File: src/rtl/sar_pkg.sv
package sar_pkg;
  typedef enum logic [1:0] {
    PH_IDLE   = 2'd0,
    PH_SAMPLE = 2'd1,
    PH_TRIAL  = 2'd2
  } sar_phase_e;

  // Apply one comparator decision to a trial code and arm the next bit.
  function automatic logic [63:0] apply_decision(
    input logic [63:0] code,
    input int unsigned pos,
    input logic        dac_above
  );
    logic [63:0] t;
    t = code;
    t[pos] = ~dac_above;
    if (pos != 0) t[pos-1] = 1'b1;
    return t;
  endfunction
endpackage

File: src/rtl/sar_fsm.sv
module sar_fsm
  import sar_pkg::*;
#(
  parameter int W    = 8,
  parameter int IDXW = 3
) (
  input  logic            clk,
  input  logic            rst,
  input  logic            start,
  output logic            in_sample,
  output logic            in_trial,
  output logic            idle,
  output logic [IDXW-1:0] step,
  output logic            step_last
);
  sar_phase_e phase_q;
  logic [IDXW-1:0] step_q;

  always_ff @(posedge clk) begin
    if (rst) begin
      phase_q <= PH_IDLE;
      step_q  <= '0;
    end else begin
      unique case (phase_q)
        PH_IDLE:   if (start) phase_q <= PH_SAMPLE;
        PH_SAMPLE: begin
          phase_q <= PH_TRIAL;
          step_q  <= IDXW'(W-1);
        end
        PH_TRIAL: begin
          if (step_q == '0) phase_q <= PH_IDLE;
          else              step_q  <= step_q - 1'b1;
        end
        default:   phase_q <= PH_IDLE;
      endcase
    end
  end

  assign in_sample = (phase_q == PH_SAMPLE);
  assign in_trial  = (phase_q == PH_TRIAL);
  assign idle      = (phase_q == PH_IDLE);
  assign step      = step_q;
  assign step_last = in_trial && (step_q == '0);
endmodule

File: src/rtl/sar_trial_reg.sv
module sar_trial_reg
  import sar_pkg::*;
#(
  parameter int W    = 8,
  parameter int IDXW = 3
) (
  input  logic            clk,
  input  logic            rst,
  input  logic            load_msb,
  input  logic            in_trial,
  input  logic [IDXW-1:0] step,
  input  logic            step_last,
  input  logic            cmp_hi,
  output logic [W-1:0]    trial,
  output logic [W-1:0]    result,
  output logic            done,
  output logic            ser_bit,
  output logic            bit_valid
);
  localparam logic [W-1:0] MSB_ONLY = {1'b1, {(W-1){1'b0}}};

  logic [W-1:0]  trial_q, result_q, next_trial;
  logic [63:0]   wide_next;
  logic          done_q, ser_q, valid_q;

  always_comb begin
    wide_next  = apply_decision(64'(trial_q), int'(step), cmp_hi);
    next_trial = wide_next[W-1:0];
  end

  always_ff @(posedge clk) begin
    if (rst) begin
      trial_q  <= '0;
      result_q <= '0;
      done_q   <= 1'b0;
      ser_q    <= 1'b0;
      valid_q  <= 1'b0;
    end else begin
      done_q  <= 1'b0;
      valid_q <= 1'b0;
      if (load_msb) begin
        trial_q <= MSB_ONLY;
      end else if (in_trial) begin
        valid_q <= 1'b1;
        ser_q   <= ~cmp_hi;
        if (step_last) begin
          result_q <= next_trial;
          done_q   <= 1'b1;
          trial_q  <= '0;
        end else begin
          trial_q <= next_trial;
        end
      end
    end
  end

  assign trial     = trial_q;
  assign result    = result_q;
  assign done      = done_q;
  assign ser_bit   = ser_q;
  assign bit_valid = valid_q;
endmodule

File: src/rtl/sar_adc_ctrl.sv
module sar_adc_ctrl #(
  parameter int W = 8
) (
  input  logic         clk,
  input  logic         rst,
  input  logic         start,
  output logic         sample_req,
  output logic [W-1:0] dac_code,
  input  logic         cmp_hi,
  output logic [W-1:0] result,
  output logic         done,
  output logic         ser_bit,
  output logic         bit_valid
);
  localparam int IDXW = (W > 1) ? $clog2(W) : 1;

  // Named internal events for the checker
  logic            ev_idle;
  logic            ev_trial;
  logic            ev_sample;
  logic            ev_last;
  logic [IDXW-1:0] step;

  sar_fsm #(.W(W), .IDXW(IDXW)) fsm_i (
    .clk       (clk),
    .rst       (rst),
    .start     (start),
    .in_sample (ev_sample),
    .in_trial  (ev_trial),
    .idle      (ev_idle),
    .step      (step),
    .step_last (ev_last)
  );

  sar_trial_reg #(.W(W), .IDXW(IDXW)) treg_i (
    .clk       (clk),
    .rst       (rst),
    .load_msb  (ev_sample),
    .in_trial  (ev_trial),
    .step      (step),
    .step_last (ev_last),
    .cmp_hi    (cmp_hi),
    .trial     (dac_code),
    .result    (result),
    .done      (done),
    .ser_bit   (ser_bit),
    .bit_valid (bit_valid)
  );

  assign sample_req = ev_sample;
endmodule

File: config.mk
export PLATFORM = sky130hd
export DESIGN_NAME = sar_adc_ctrl
export DESIGN_NICKNAME = d
export VERILOG_FILES = /design/src/rtl/sar_pkg.sv /design/src/rtl/sar_fsm.sv /design/src/rtl/sar_trial_reg.sv /design/src/rtl/sar_adc_ctrl.sv
export SDC_FILE = /design/constraint.sdc
export NUM_CORES = 1
export LEC_CHECK = 0
export BUFFER_PORTS_ARGS = -buffer_cell sky130_fd_sc_hd__buf_2
export CAP_MARGIN = 20
export CORE_UTILIZATION = 36
export CTS_BUF_LIST = sky130_fd_sc_hd__clkbuf_2
export DETAILED_ROUTE_END_ITERATION = 10
export SETUP_SLACK_MARGIN = 0.05
export SLEW_MARGIN = 30
export SYNTH_ARGS = -nofsm -noshare
export SYNTH_HDL_FRONTEND = slang
export SYNTH_SLANG_ARGS = --single-unit
File: constraint.sdc
create_clock -name clk -period 5.3 [get_ports clk]
set_clock_uncertainty 0.2 [all_clocks]
set_input_delay 0 -clock clk [delete_from_list [all_inputs] [get_ports clk]]
set_output_delay 0 -clock clk [all_outputs]
set_load 0.05 [all_outputs]
Word level (Yosys, flattened, before mapping)
Cells that the tools add are included. W data, S select, Z words.

Bitwise operators: 4. Multiplexer cells: 16. Equality and inequality tests: 5. Order comparisons: 4. Add/sub/neg operators: 2. Reductions and logical operators: 13.

Operators by type and width (number): $bwmux W64 (1); $ge A32 B1 Y1 const B (1); $lt A32 B7 Y1 const B (1); $mux W8 (4); $or A8 B8 Y8 (1); $lt A3 B7 Y1 const B (1); $demux W1 S6 (1); $ne A2 B2 Y1 const B (3); $pmux W2 S3 (1); $pmux W3 S2 (1); $reduce_and A2 Y1 (3); $mux W1 (4); $mux W2 (2); $sub A3 B1 Y4 const B (1); $demux W1 S3 (1); $ge A3 B1 Y1 const B (1); $logic_and A1 B1 Y1 (3); $logic_not A3 Y1 (1); $mux W3 (1); $not A1 Y1 (3); $reduce_and A3 Y1 (1); $reduce_bool A3 Y1 (1); $reduce_or A3 Y1 (1); $sub A3 B1 Y3 const B (1); 5 further kinds (5).

Flip-flop bits (word level): 24. Output and inout port bits: 20. Bits of input ports: 4.

Depth between registers and ports, before layout
Gate-level depths: netlist of the first run.

Word-level depth: 10. Mapped depth: 9. Depth with buffers taken out: 6.

By module
A second synthesis of the first run with hierarchy kept.

Cell total of the unflattened synthesis: 132. Area total of the unflattened synthesis: 1177.4 µm².

By module, submodules not included: sar_trial_reg (cells each 101, area each 887.1 µm², times used 1); sar_fsm (cells each 31, area each 290.3 µm², times used 1).

Least setup slack after synthesis of the first run
Ideal clock, no wire load.

Path kind: reg-to-reg. Start point: reg fsm_i.step_q[0], in the netlist fsm_i.step[0]. End point: reg treg_i.trial_q[7], in the netlist treg_i.trial[7]. Cell stages (with the launch flop): 10. Setup slack: 3.283 ns. Buffers on the path: 3. Arrival time: 1.731 ns. Period minus slack after synthesis: 2.017 ns. Data required time: 5.014 ns. Path through: dfxtp_1 > buf_2 > inv_1 > ha_1 > ha_1 > buf_2 > nor2b_1 > clkbuf_1 > o22ai_1 > a211oi_1.

Longest elaborated chain between the ends: 10. Elaborated cells on any way between the ends: 20. Classes of those cells: add/sub (1); order compare (4); mux (9); bitwise (1); reduce/logical (5).

Ends and longest elaborated chain: start: declaration (RTL line sar_fsm.sv:17) `logic [IDXW-1:0] step_q;`; start signal: assignment (RTL line sar_fsm.sv:28) `step_q <= IDXW'(W-1);`; start signal: assignment (RTL line sar_fsm.sv:32) `else step_q <= step_q - 1'b1;`; $sub A3 B1 Y4, or another cell as far along (RTL line sar_pkg.sv:17) `if (pos != 0) t[pos-1] = 1'b1;`; $ge A32 B1 Y1 (implied by the code), or another cell as far along (RTL line sar_pkg.sv:17); $logic_and A1 B1 Y1 (implied by the code) or $mux W1 (tied branches) (RTL line sar_pkg.sv:17, sar_pkg.sv:16); $mux W1 (implied by the code) or $demux W1 S3 (tied branches); $demux W1 S6 or $bwmux W64 (tied branches); $or A8 B8 Y8 (no source line); $mux W8 (RTL line sar_pkg.sv:17); $mux W8 (*) (RTL line sar_trial_reg.sv:46) `if (step_last) begin`; $mux W8 (*) (RTL line sar_trial_reg.sv:43) `end else if (in_trial) begin`; $mux W8 (*) (RTL line sar_trial_reg.sv:41) `if (load_msb) begin`; end signal: assignment (RTL line sar_trial_reg.sv:51) `trial_q <= next_trial;`; end: declaration (RTL line sar_trial_reg.sv:22) `logic [W-1:0] trial_q, result_q, next_trial;`.

Mark *: on every way between the ends. The rest lies on a longest branch, timed or not. The select of a mux whose other input is x is not followed. A chain may end at the register's enable or synchronous reset.

Final worst setup path of the first run
Start point: reg fsm_i.step_q[0], in the netlist fsm_i.step[0]. End point: reg fsm_i.phase_q[0].

Longest elaborated chain between the ends: 3.

Ends and longest elaborated chain: $logic_not A3 Y1 (RTL line sar_fsm.sv:31) `if (step_q == '0) phase_q <= PH_IDLE;`; $ne A2 B2 Y1 (no source line); $reduce_and A2 Y1 (no source line); end signal: assignment (RTL line sar_fsm.sv:27) `phase_q <= PH_TRIAL;`; end signal: assignment (RTL line sar_fsm.sv:31); end signal: assignment (RTL line sar_fsm.sv:34) `default: phase_q <= PH_IDLE;`; end: declaration (RTL line sar_fsm.sv:16) `sar_phase_e phase_q;`.

No other way between the ends.

==> flow_summary_export.csv, run 1 <==
group,metric,value,unit
status,status,"finished clean",
power,p_leak,0.628,nW
power,p_per_area,315,nW/um2
synthesis,ys_ff_latch,24,
critical_path,rrSetupSlack,2.40,ns
clock_network,cts_tree,"built",
cells_and_area,nNetsFinal,177,
clock_network,worst_skew_pair.late_latency,0.36,ns
timing,fmax,0.345,GHz
cells_and_area,fin_area,1490,um2
critical_path,critPathLaunchType,"register",
synthesis,syn_area_per_cell,9.14,um2
power,vdd_drop_max,0.0000992,V
placed_design,place_area,1390,um2
timing,finalHoldViolCount,0,
critical_path,r2r_cells,7,
floorplan,row_count,21,
detailed_routing,via_per_inst,5.02,
hold_path,hold_path.class,"reg -> reg",
synthesis,synth.top_cell.area_share,0.378,
grt,grt_usage,0.160,
critical_path,cp.required,5.43,ns
timing,min_period,2.90,ns
detailed_routing,drc,0,
floorplan,die_x,61.4,um
synthesis,synth_commonest_cells,"24 x dfxtp_1, 14 x o21ai_0, 12 x nand3b_1",
synthesis,synth_edf_count,0,
detailed_routing,first_pass_iters,4,
detailed_routing,drt-initial-drc-count,41,
synthesis,synthFlopType,"dfxtp_1",
hold_path,hold_start,"treg_i.result[0]",
synthesis,synth_cell_types,26,
placed_design,port_buffers,23,
critical_path,r2r_end,"fsm_i.phase_q[0]",
timing,slew_headroom,0.579,
grt,gr-total-overflow,0,
detailed_routing,finalWirelength,2830,um
floorplan,start_util,0.378,
floorplan,chipHeight,61.4,um
placed_design,dp.cells,200,
cells_and_area,fillCellCount,375,
clock_network,path_clk_slew,0.25,ns
floorplan,coreArea,3360,um2
critical_path,critPathMaxFanout,13,
clock_network,cts.htree.levels,1,
timing,final-setup-viol-count,0,
grt,antenna_found_initial,0,
clock_network,clock-root-buffer,"clkbuf_2",
timing,setup_tns,0,ns
critical_path,rr_startpoint,"fsm_i.step[0]",
timing,fin_crit_sh,0.548,
critical_path,crit_end,"fsm_i.phase_q[0]",
timing,drv_slew,0,
synthesis,synth_area_leaders,"dfxtp_1 38%, ha_1 8.9%, nand3b_1 7.1%",
placed_design,gp_congestion,0.800,
timing,rsz0062_at_grt,"false",
floorplan,dieArea,3770,um2
synthesis,synth.most_common_cell,"dfxtp_1",
critical_path,endpoint_kind,"register",
clock_network,cts.path.max_buffers,2,
synthesis,synth-seq-area-share,0.378,
synthesis,synth_cells,139,
cells_and_area,multiInputGateArea,713,um2
floorplan,ios,24,
grt,grt_pass1_wl,4290,um
clock_network,clkSinkCount,24,
synthesis,synthArstFlopShare,0,
cells_and_area,area_growth,17.1,%
synthesis,yosysTopAreaCell,"dfxtp_1",
hold_path,hold_path_depth,2,
clock_network,cts-buffers-inserted,3,
placed_design,place_hpwl,1960,um
critical_path,arrival,3.03,ns
job,maxCapViolCount,0,
cells_and_area,fin_cells,209,
timing,holdWs,0.302,ns
detailed_routing,postRouteAntennaNets,0,
synthesis,syn_area,1270,um2
detailed_routing,via_count,1050,
grt,grt_max_degree,18,
timing,worst_pin_slew,0.631,ns
cells_and_area,layout.area.seq,480,um2
detailed_routing,wire_per_inst,13.5,um
critical_path,critPathKind,"reg -> reg",
synthesis,syn_nets,152,
critical_path,critPathLaunch,"fsm_i.step[0]",
cells_and_area,final_layout_size_suffix_gt1_frac,0.184,
cells_and_area,antenna_cells,0,
synthesis,yosysWarnings,0,
grt,grt_pass1_vias,916,
## cell usage in the layout (no fill, tap or decap), drive strengths merged
cell / synthesis / routed
a211oi: 5 / 5
a21o: 1 / 1
a21oi: 9 / 9
a22o: 2 / 2
a31oi: 8 / 8
and2: 1 / 1
buf: 6 / 23
bufinv: 0 / 1
clkbuf: 2 / 3
dfxtp: 24 / 24
dlygate4sd3: 0 / 5
ha: 9 / 9
inv: 7 / 7
mux2: 1 / 1
mux2i: 8 / 8
nand2b: 3 / 3
nand3: 3 / 3
nand3b: 12 / 12
nor2: 7 / 7
nor2b: 10 / 10
nor3: 1 / 1
nor3b: 3 / 3
o21ai: 15 / 15
o22ai: 1 / 1
or3: 1 / 1
## routing by layer
metal / wire length, um / track usage / vias up
met5: 0 / 0 / -
met4: 15 / 0.0698 / 0
met3: 104 / 0.0315 / 2
met2: 1330 / 0.255 / 27
met1: 1370 / 0.211 / 476
li1: - / - / 545
## cell families (layout without fill, tap and decap cells)
group                    after synthesis  count (layout)  synth area share
flip-flops                            24              24             0.378
AND/OR/NAND/NOR                       41              41             0.203
AO/OA/AOI/OAI                         41              41             0.188
multiplexers                           9               9            0.0818
adder cells (fa/ha/maj)                9               9            0.0887
buffers and inverters                 15              39            0.0601
## sequential cells by signal (all words and copies together) (netlist names)
register          flops
fsm_i.phase_q         2
fsm_i.step            3
treg_i.bit_valid      1
treg_i.done           1
treg_i.result         8
treg_i.ser_bit        1
treg_i.trial          8
## power by group
part / internal (W) / leakage, nW / switching [W]
combinational: 0.0000556 / 0.407 / 0.0000819
clock: 0.0000649 / 0.0266 / 0.0000622
sequential: 0.000190 / 0.195 / 0.0000142
## through the flow
step / util / power (W) / setup slack, ns
after floorplan: - / 0.000322 / 3.28
after detailed placement: 0.414 / 0.000340 / 2.86
final: 0.442 / 0.000469 / 2.40
after CTS: 0.442 / 0.000471 / 2.44
after global routing: 0.442 / 0.000494 / 2.18
after global placement: 0.414 / 0.000341 / 2.98
## layout make-up
cell class              count  area share
multi-input cells         100       0.479
flip-flops and latches     24       0.323
repair buffers             28       0.111
well taps                  46      0.0387
clock inverters             1      0.0202
inverters                   7      0.0177
clock buffers               3      0.0101
## worst max-delay path: stages, from the launching register on
cell and delay [ns]:
dfxtp_1 0.61, inv_1 0.15, ha_1 0.22, ha_1 0.28, nor2b_1 0.54, nor2_1 0.10, nor3_1 0.20, dlygate4sd3_1 0.57
## worst min path at each step
stage	endpoint	slack, ns
6_report	treg_i.result[0]	0.30
3_5_place_dp	treg_i.ser_bit	0.003
3_3_place_gp	treg_i.ser_bit	-0.0007
4_1_cts	treg_i.result[0]	0.30
2_1_floorplan	treg_i.ser_bit	-0.10
5_1_grt	fsm_i.step[0]	0.31
## repair_timing
| item | 4_1_cts | 5_1_grt |
|---|---|---|
| hold buffers | 5 | 0 |
| gates resized for setup | 0 | 0 |
| hold endpoints to repair | 21 | 0 |
| setup buffers | 0 | 0 |
No activity file was read; power rests on OpenSTA's default activity.
==> inputs of run 2 (changes only) <==
Clock period 5.3 ns to 2.35 ns, I/O delays scaled along.
==> flow_summary_export.csv, run 2 (same netlist as run 1, synthesis figures left out) <==
group,metric,value,unit
placed_design,gp_congestion,0.862,
clock_network,path_clk_slew,0.26,ns
job,maxCapViolCount,0,
timing,worst_pin_slew,0.338,ns
detailed_routing,wire_per_inst,13.6,um
clock_network,cts_setup_buffers,0,
detailed_routing,dr.max_layer_used,"met4",
power,p_per_area,706,nW/um2
floorplan,coreArea,3360,um2
clock_network,cts.path.max_buffers,2,
floorplan,die_x,61.4,um
cells_and_area,antenna_cells,0,
grt,gr-total-overflow,0,
power,vdd_drop_max,0.000229,V
floorplan,chipHeight,61.4,um
cells_and_area,final_layout_size_suffix_gt1_frac,0.210,
timing,finalHoldViolCount,0,
critical_path,critPathMaxFanout,10,
grt,grt_pass1_vias,1021,
detailed_routing,finalWirelength,2910,um
hold_path,hold_path.class,"in -> reg",
floorplan,row_count,21,
placed_design,place_area,1430,um2
clock_network,cts-resized-gates,0,
detailed_routing,drt-initial-drc-count,50,
cells_and_area,nNetsFinal,181,
detailed_routing,wl_met1,1380,um
cells_and_area,layout_commonest_cell,"dfxtp_1",
critical_path,critPathLaunchType,"register",
grt,antenna_found_initial,0,
detailed_routing,drc,0,
critical_path,arrival,1.95,ns
floorplan,ios,24,
placed_design,place_hpwl,2100,um
timing,fin_crit_sh,0.804,
timing,fmax,0.529,GHz
cells_and_area,fin_area,1520,um2
cells_and_area,fillCellCount,375,
clock_network,clkSinkCount,24,
status,status,"finished clean",
floorplan,start_util,0.378,
clock_network,cts-buffers-inserted,3,
timing,holdWs,0.271,ns
cells_and_area,final_cell_mix,"24 x dfxtp_1, 23 x buf_2, 14 x o21ai_0",
clock_network,cts_tree,"built",
detailed_routing,met2_length,1400,um
cells_and_area,area_growth,19.3,%
floorplan,dieArea,3770,um2
timing,rsz0062_at_grt,"false",
detailed_routing,postRouteAntennaNets,0,
critical_path,critPathKind,"reg -> reg",
timing,min_period,1.89,ns
clock_network,worst_skew_pair.late_latency,0.35,ns
timing,slew_headroom,0.774,
timing,final-setup-viol-count,0,
detailed_routing,dr_wl_met3,110,um
clock_network,cts.htree.levels,1,
grt,grt_pass1_wl,4690,um
detailed_routing,first_pass_iters,4,
grt,grt_max_degree,17,
detailed_routing,via_per_inst,5.10,
power,p_leak,0.649,nW
detailed_routing,via_count,1086,
clock_network,hold_buffers,4,
placed_design,port_buffers,23,
grt,grt_usage,0.171,
clock_network,clock-root-buffer,"clkbuf_2",
timing,setup_tns,0,ns
timing,drv_slew,0,
critical_path,endpoint_kind,"register",
critical_path,cp.required,2.41,ns
==> run 2: cell count changes in the layout (fill, tap and decap cells not counted) <==
cell           before  now
dlygate4sd3_1       5    4
buf_4               0    5
==> run 2: stage by stage <==
| step | instances | setup slack [ns] | total power, W | utilization |
|---|---|---|---|---|
| 6_report | 213 | 0.461 | 0.00107 | 0.451 |
| 3_5_place_dp | 205 | 0.452 | 0.000786 | 0.425 |
| 3_3_place_gp | 205 | 0.561 | 0.000777 | 0.425 |
| 2_1_floorplan | 139 | 0.333 | 0.000727 | - |
| 4_1_cts | 213 | 0.427 | 0.00107 | 0.451 |
| 5_1_grt | 213 | 0.277 | 0.00113 | 0.451 |
==> run 2: worst paths after layout <==
check	start	endpoint	slack (ns)	cells after the start
setup reg to reg	fsm_i.step[0]	treg_i.result[6]	0.46	6
hold reg to reg	treg_i.result[0]	treg_i.result[0]	0.30	2
hold / removal	start	fsm_i.phase_q[0]	0.27	4
setup / recovery	fsm_i.step[0]	treg_i.result[6]	0.46	6
==> run 2: layer usage <==
layer  track usage  vias up
li1              -      555
met2         0.284       21
met4        0.0635        0
met5             0        -
met3        0.0294        2
met1         0.222      508
==> run 2: area by class of cell <==
cell class,instances,area [um2],share of cell area
inverter,7,26.3,0.0173
tap,46,57.6,0.0380
clock inverter,1,30.0,0.0198
multi-input combinational,100,713,0.471
timing repair buffer,32,193,0.127
sequential,24,480,0.317
clock buffer,3,15.0,0.00991
==> run 2: critical path: stages (launching register included) <==
cell,delay (ns)
dfxtp_1,0.37
inv_1,0.09
ha_1,0.17
ha_1,0.33
nand3b_1,0.33
nand3b_1,0.20
o21ai_0,0.10
==> run 2: power by group <==
part	switching, W	internal [W]	total (W)
Clock	0.000139	0.000146	0.000285
Combinational	0.000204	0.000136	0.000340
Sequential	0.0000165	0.000428	0.000444
==> inputs of run 3 (changes only) <==
Clock period 2.35 ns to 1.83 ns, I/O delays scaled along.
==> flow_summary_export.csv, run 3 (same netlist as run 1, synthesis figures left out) <==
group,metric,value,unit
cells_and_area,final_cell_mix,"23 x buf_2, 20 x dfxtp_1, 14 x o21ai_0",
critical_path,critPathLaunchType,"register",
critical_path,endpoint_kind,"register",
clock_network,path_clk_slew,0.24,ns
timing,holdWs,0.162,ns
critical_path,cp_slowest_cell,"dfxtp_2",
power,netSwitchingFraction,0.330,
floorplan,row_count,21,
grt,top_usage_layer,"met2",
placed_design,port_buffers,23,
detailed_routing,finalWirelength,3100,um
critical_path,max_stage_delay,0.38,ns
timing,final-setup-viol-count,0,
grt,grt_max_degree,17,
grt,grt_usage,0.175,
timing,fmax,0.590,GHz
timing,min_period,1.69,ns
grt,grt_pass1_wl,4810,um
placed_design,gp_congestion,0.807,
clock_network,clock-root-buffer,"clkbuf_2",
clock_network,worst_skew_pair.late_latency,0.34,ns
cells_and_area,area_growth,27.2,%
clock_network,clkSinkCount,24,
cells_and_area,antenna_cells,0,
floorplan,dieArea,3770,um2
power,vdd_drop_max,0.000335,V
timing,finalHoldViolCount,0,
power,switching_power,0.000493,W
critical_path,critPathMaxFanout,8,
cells_and_area,nNetsFinal,187,
detailed_routing,drc,0,
placed_design,place_hpwl,2240,um
timing,layout_setup_ws,0.136,ns
grt,grt_use_met2,0.293,
detailed_routing,via_count,1150,
power,p_per_area,926,nW/um2
detailed_routing,drt-initial-drc-count,36,
floorplan,die_x,61.4,um
floorplan,chipHeight,61.4,um
floorplan,coreArea,3360,um2
job,maxCapViolCount,0,
grt,met3_usage,0.0189,
grt,grt_use_met1,0.241,
cells_and_area,multiInputGateArea,753,um2
cells_and_area,fillCellCount,357,
timing,worst_pin_slew,0.329,ns
timing,slew_headroom,0.780,
critical_path,cp.required,1.93,ns
power,pwr-share-clk,0.236,
power,power.internal,0.00100,W
detailed_routing,first_pass_iters,4,
timing,drv_slew,0,
hold_path,hold_path.class,"in -> reg",
status,status,"finished clean",
grt,antenna_found_initial,0,
power,p_leak,0.687,nW
clock_network,cts.path.max_buffers,2,
detailed_routing,wire_per_inst,14.1,um
grt,grt_pass1_vias,1043,
critical_path,arrival,1.79,ns
cells_and_area,fin_util,0.480,
detailed_routing,via_per_inst,5.25,
power,power_frac_comb,0.385,
clock_network,cts_tree,"built",
timing,rsz0062_at_grt,"true",
critical_path,critPathKind,"reg -> reg",
cells_and_area,layout_commonest_cell,"buf_2",
critical_path,crit_path_cell_trace,"inv_2, ha_1, ha_4, buf_12, nor2_4, buf_4, a31oi_1, a21oi_1",
cells_and_area,layout.area.seq,485,um2
power,power_frac_seq,0.379,
grt,gr-total-overflow,0,
floorplan,start_util,0.378,
clock_network,cts.htree.levels,1,
floorplan,ios,24,
detailed_routing,postRouteAntennaNets,0,
cells_and_area,final_layout_size_suffix_gt1_frac,0.306,
clock_network,cts-buffers-inserted,3,
timing,fin_crit_sh,0.926,
placed_design,post-place-ws,-0.0104,ns
[run 3: path summary, 6_finish.rpt]
check,start,to,slack [ns],cells after the start
setup / recovery,fsm_i.step[0],treg_i.trial[5],0.14,8
hold / removal,cmp_hi,treg_i.ser_bit,0.16,3
setup reg to reg,fsm_i.step[0],treg_i.trial[5],0.14,8
hold reg to reg,treg_i.ser_bit,treg_i.ser_bit,0.29,2
[run 3: worst max-delay path: cells and delay by family, from the launching register on]
family / cells / cell delay, ns
fa+ha+maj: 2 / 0.43
flops: 1 / 0.38
buf+inv: 3 / 0.30
simple gates: 1 / 0.10
compound gates: 2 / 0.24
[run 3: layout make-up]
type                       instances  share of cell area
multi-input combinational        100               0.466
timing repair buffer              38               0.153
sequential                        24               0.301
inverter                           7              0.0163
tap                               46              0.0356
clock inverter                     1              0.0186
clock buffer                       3             0.00930
[run 3: power groups by stage]
stage / registers, W / clock network, W / logic, W
final: 0.000566 / 0.000353 / 0.000576
after global routing: 0.000570 / 0.000382 / 0.000624
after CTS: 0.000565 / 0.000356 / 0.000485
after detailed placement: 0.000575 / 0 / 0.000471
after global placement: 0.000574 / 0 / 0.000464
after floorplan: 0.000608 / 0 / 0.000351
[run 3: metal layers]
layer	vias up	wire [um]
met3	2	94
met5	-	0
li1	561	-
met1	557	1470
met4	0	12
met2	30	1520
[run 3: stage by stage]
step	setup TNS (ns)	std cells	power, W	cell area [um2]
2_1_floorplan	0	139	0.000959	1290
3_3_place_gp	0	210	0.00104	1470
3_5_place_dp	-0.0104	210	0.00105	1470
4_1_cts	0	218	0.00141	1560
5_1_grt	0	219	0.00158	1620
6_report	0	219	0.00150	1620
[run 3: timing repair]
action	4_1_cts	5_1_grt
gates resized for setup	1	10
setup endpoints to repair	14	15
pin swaps	1	0
hold buffers	3	0
endpoints found under the hold margin	18	0
setup buffers	1	1
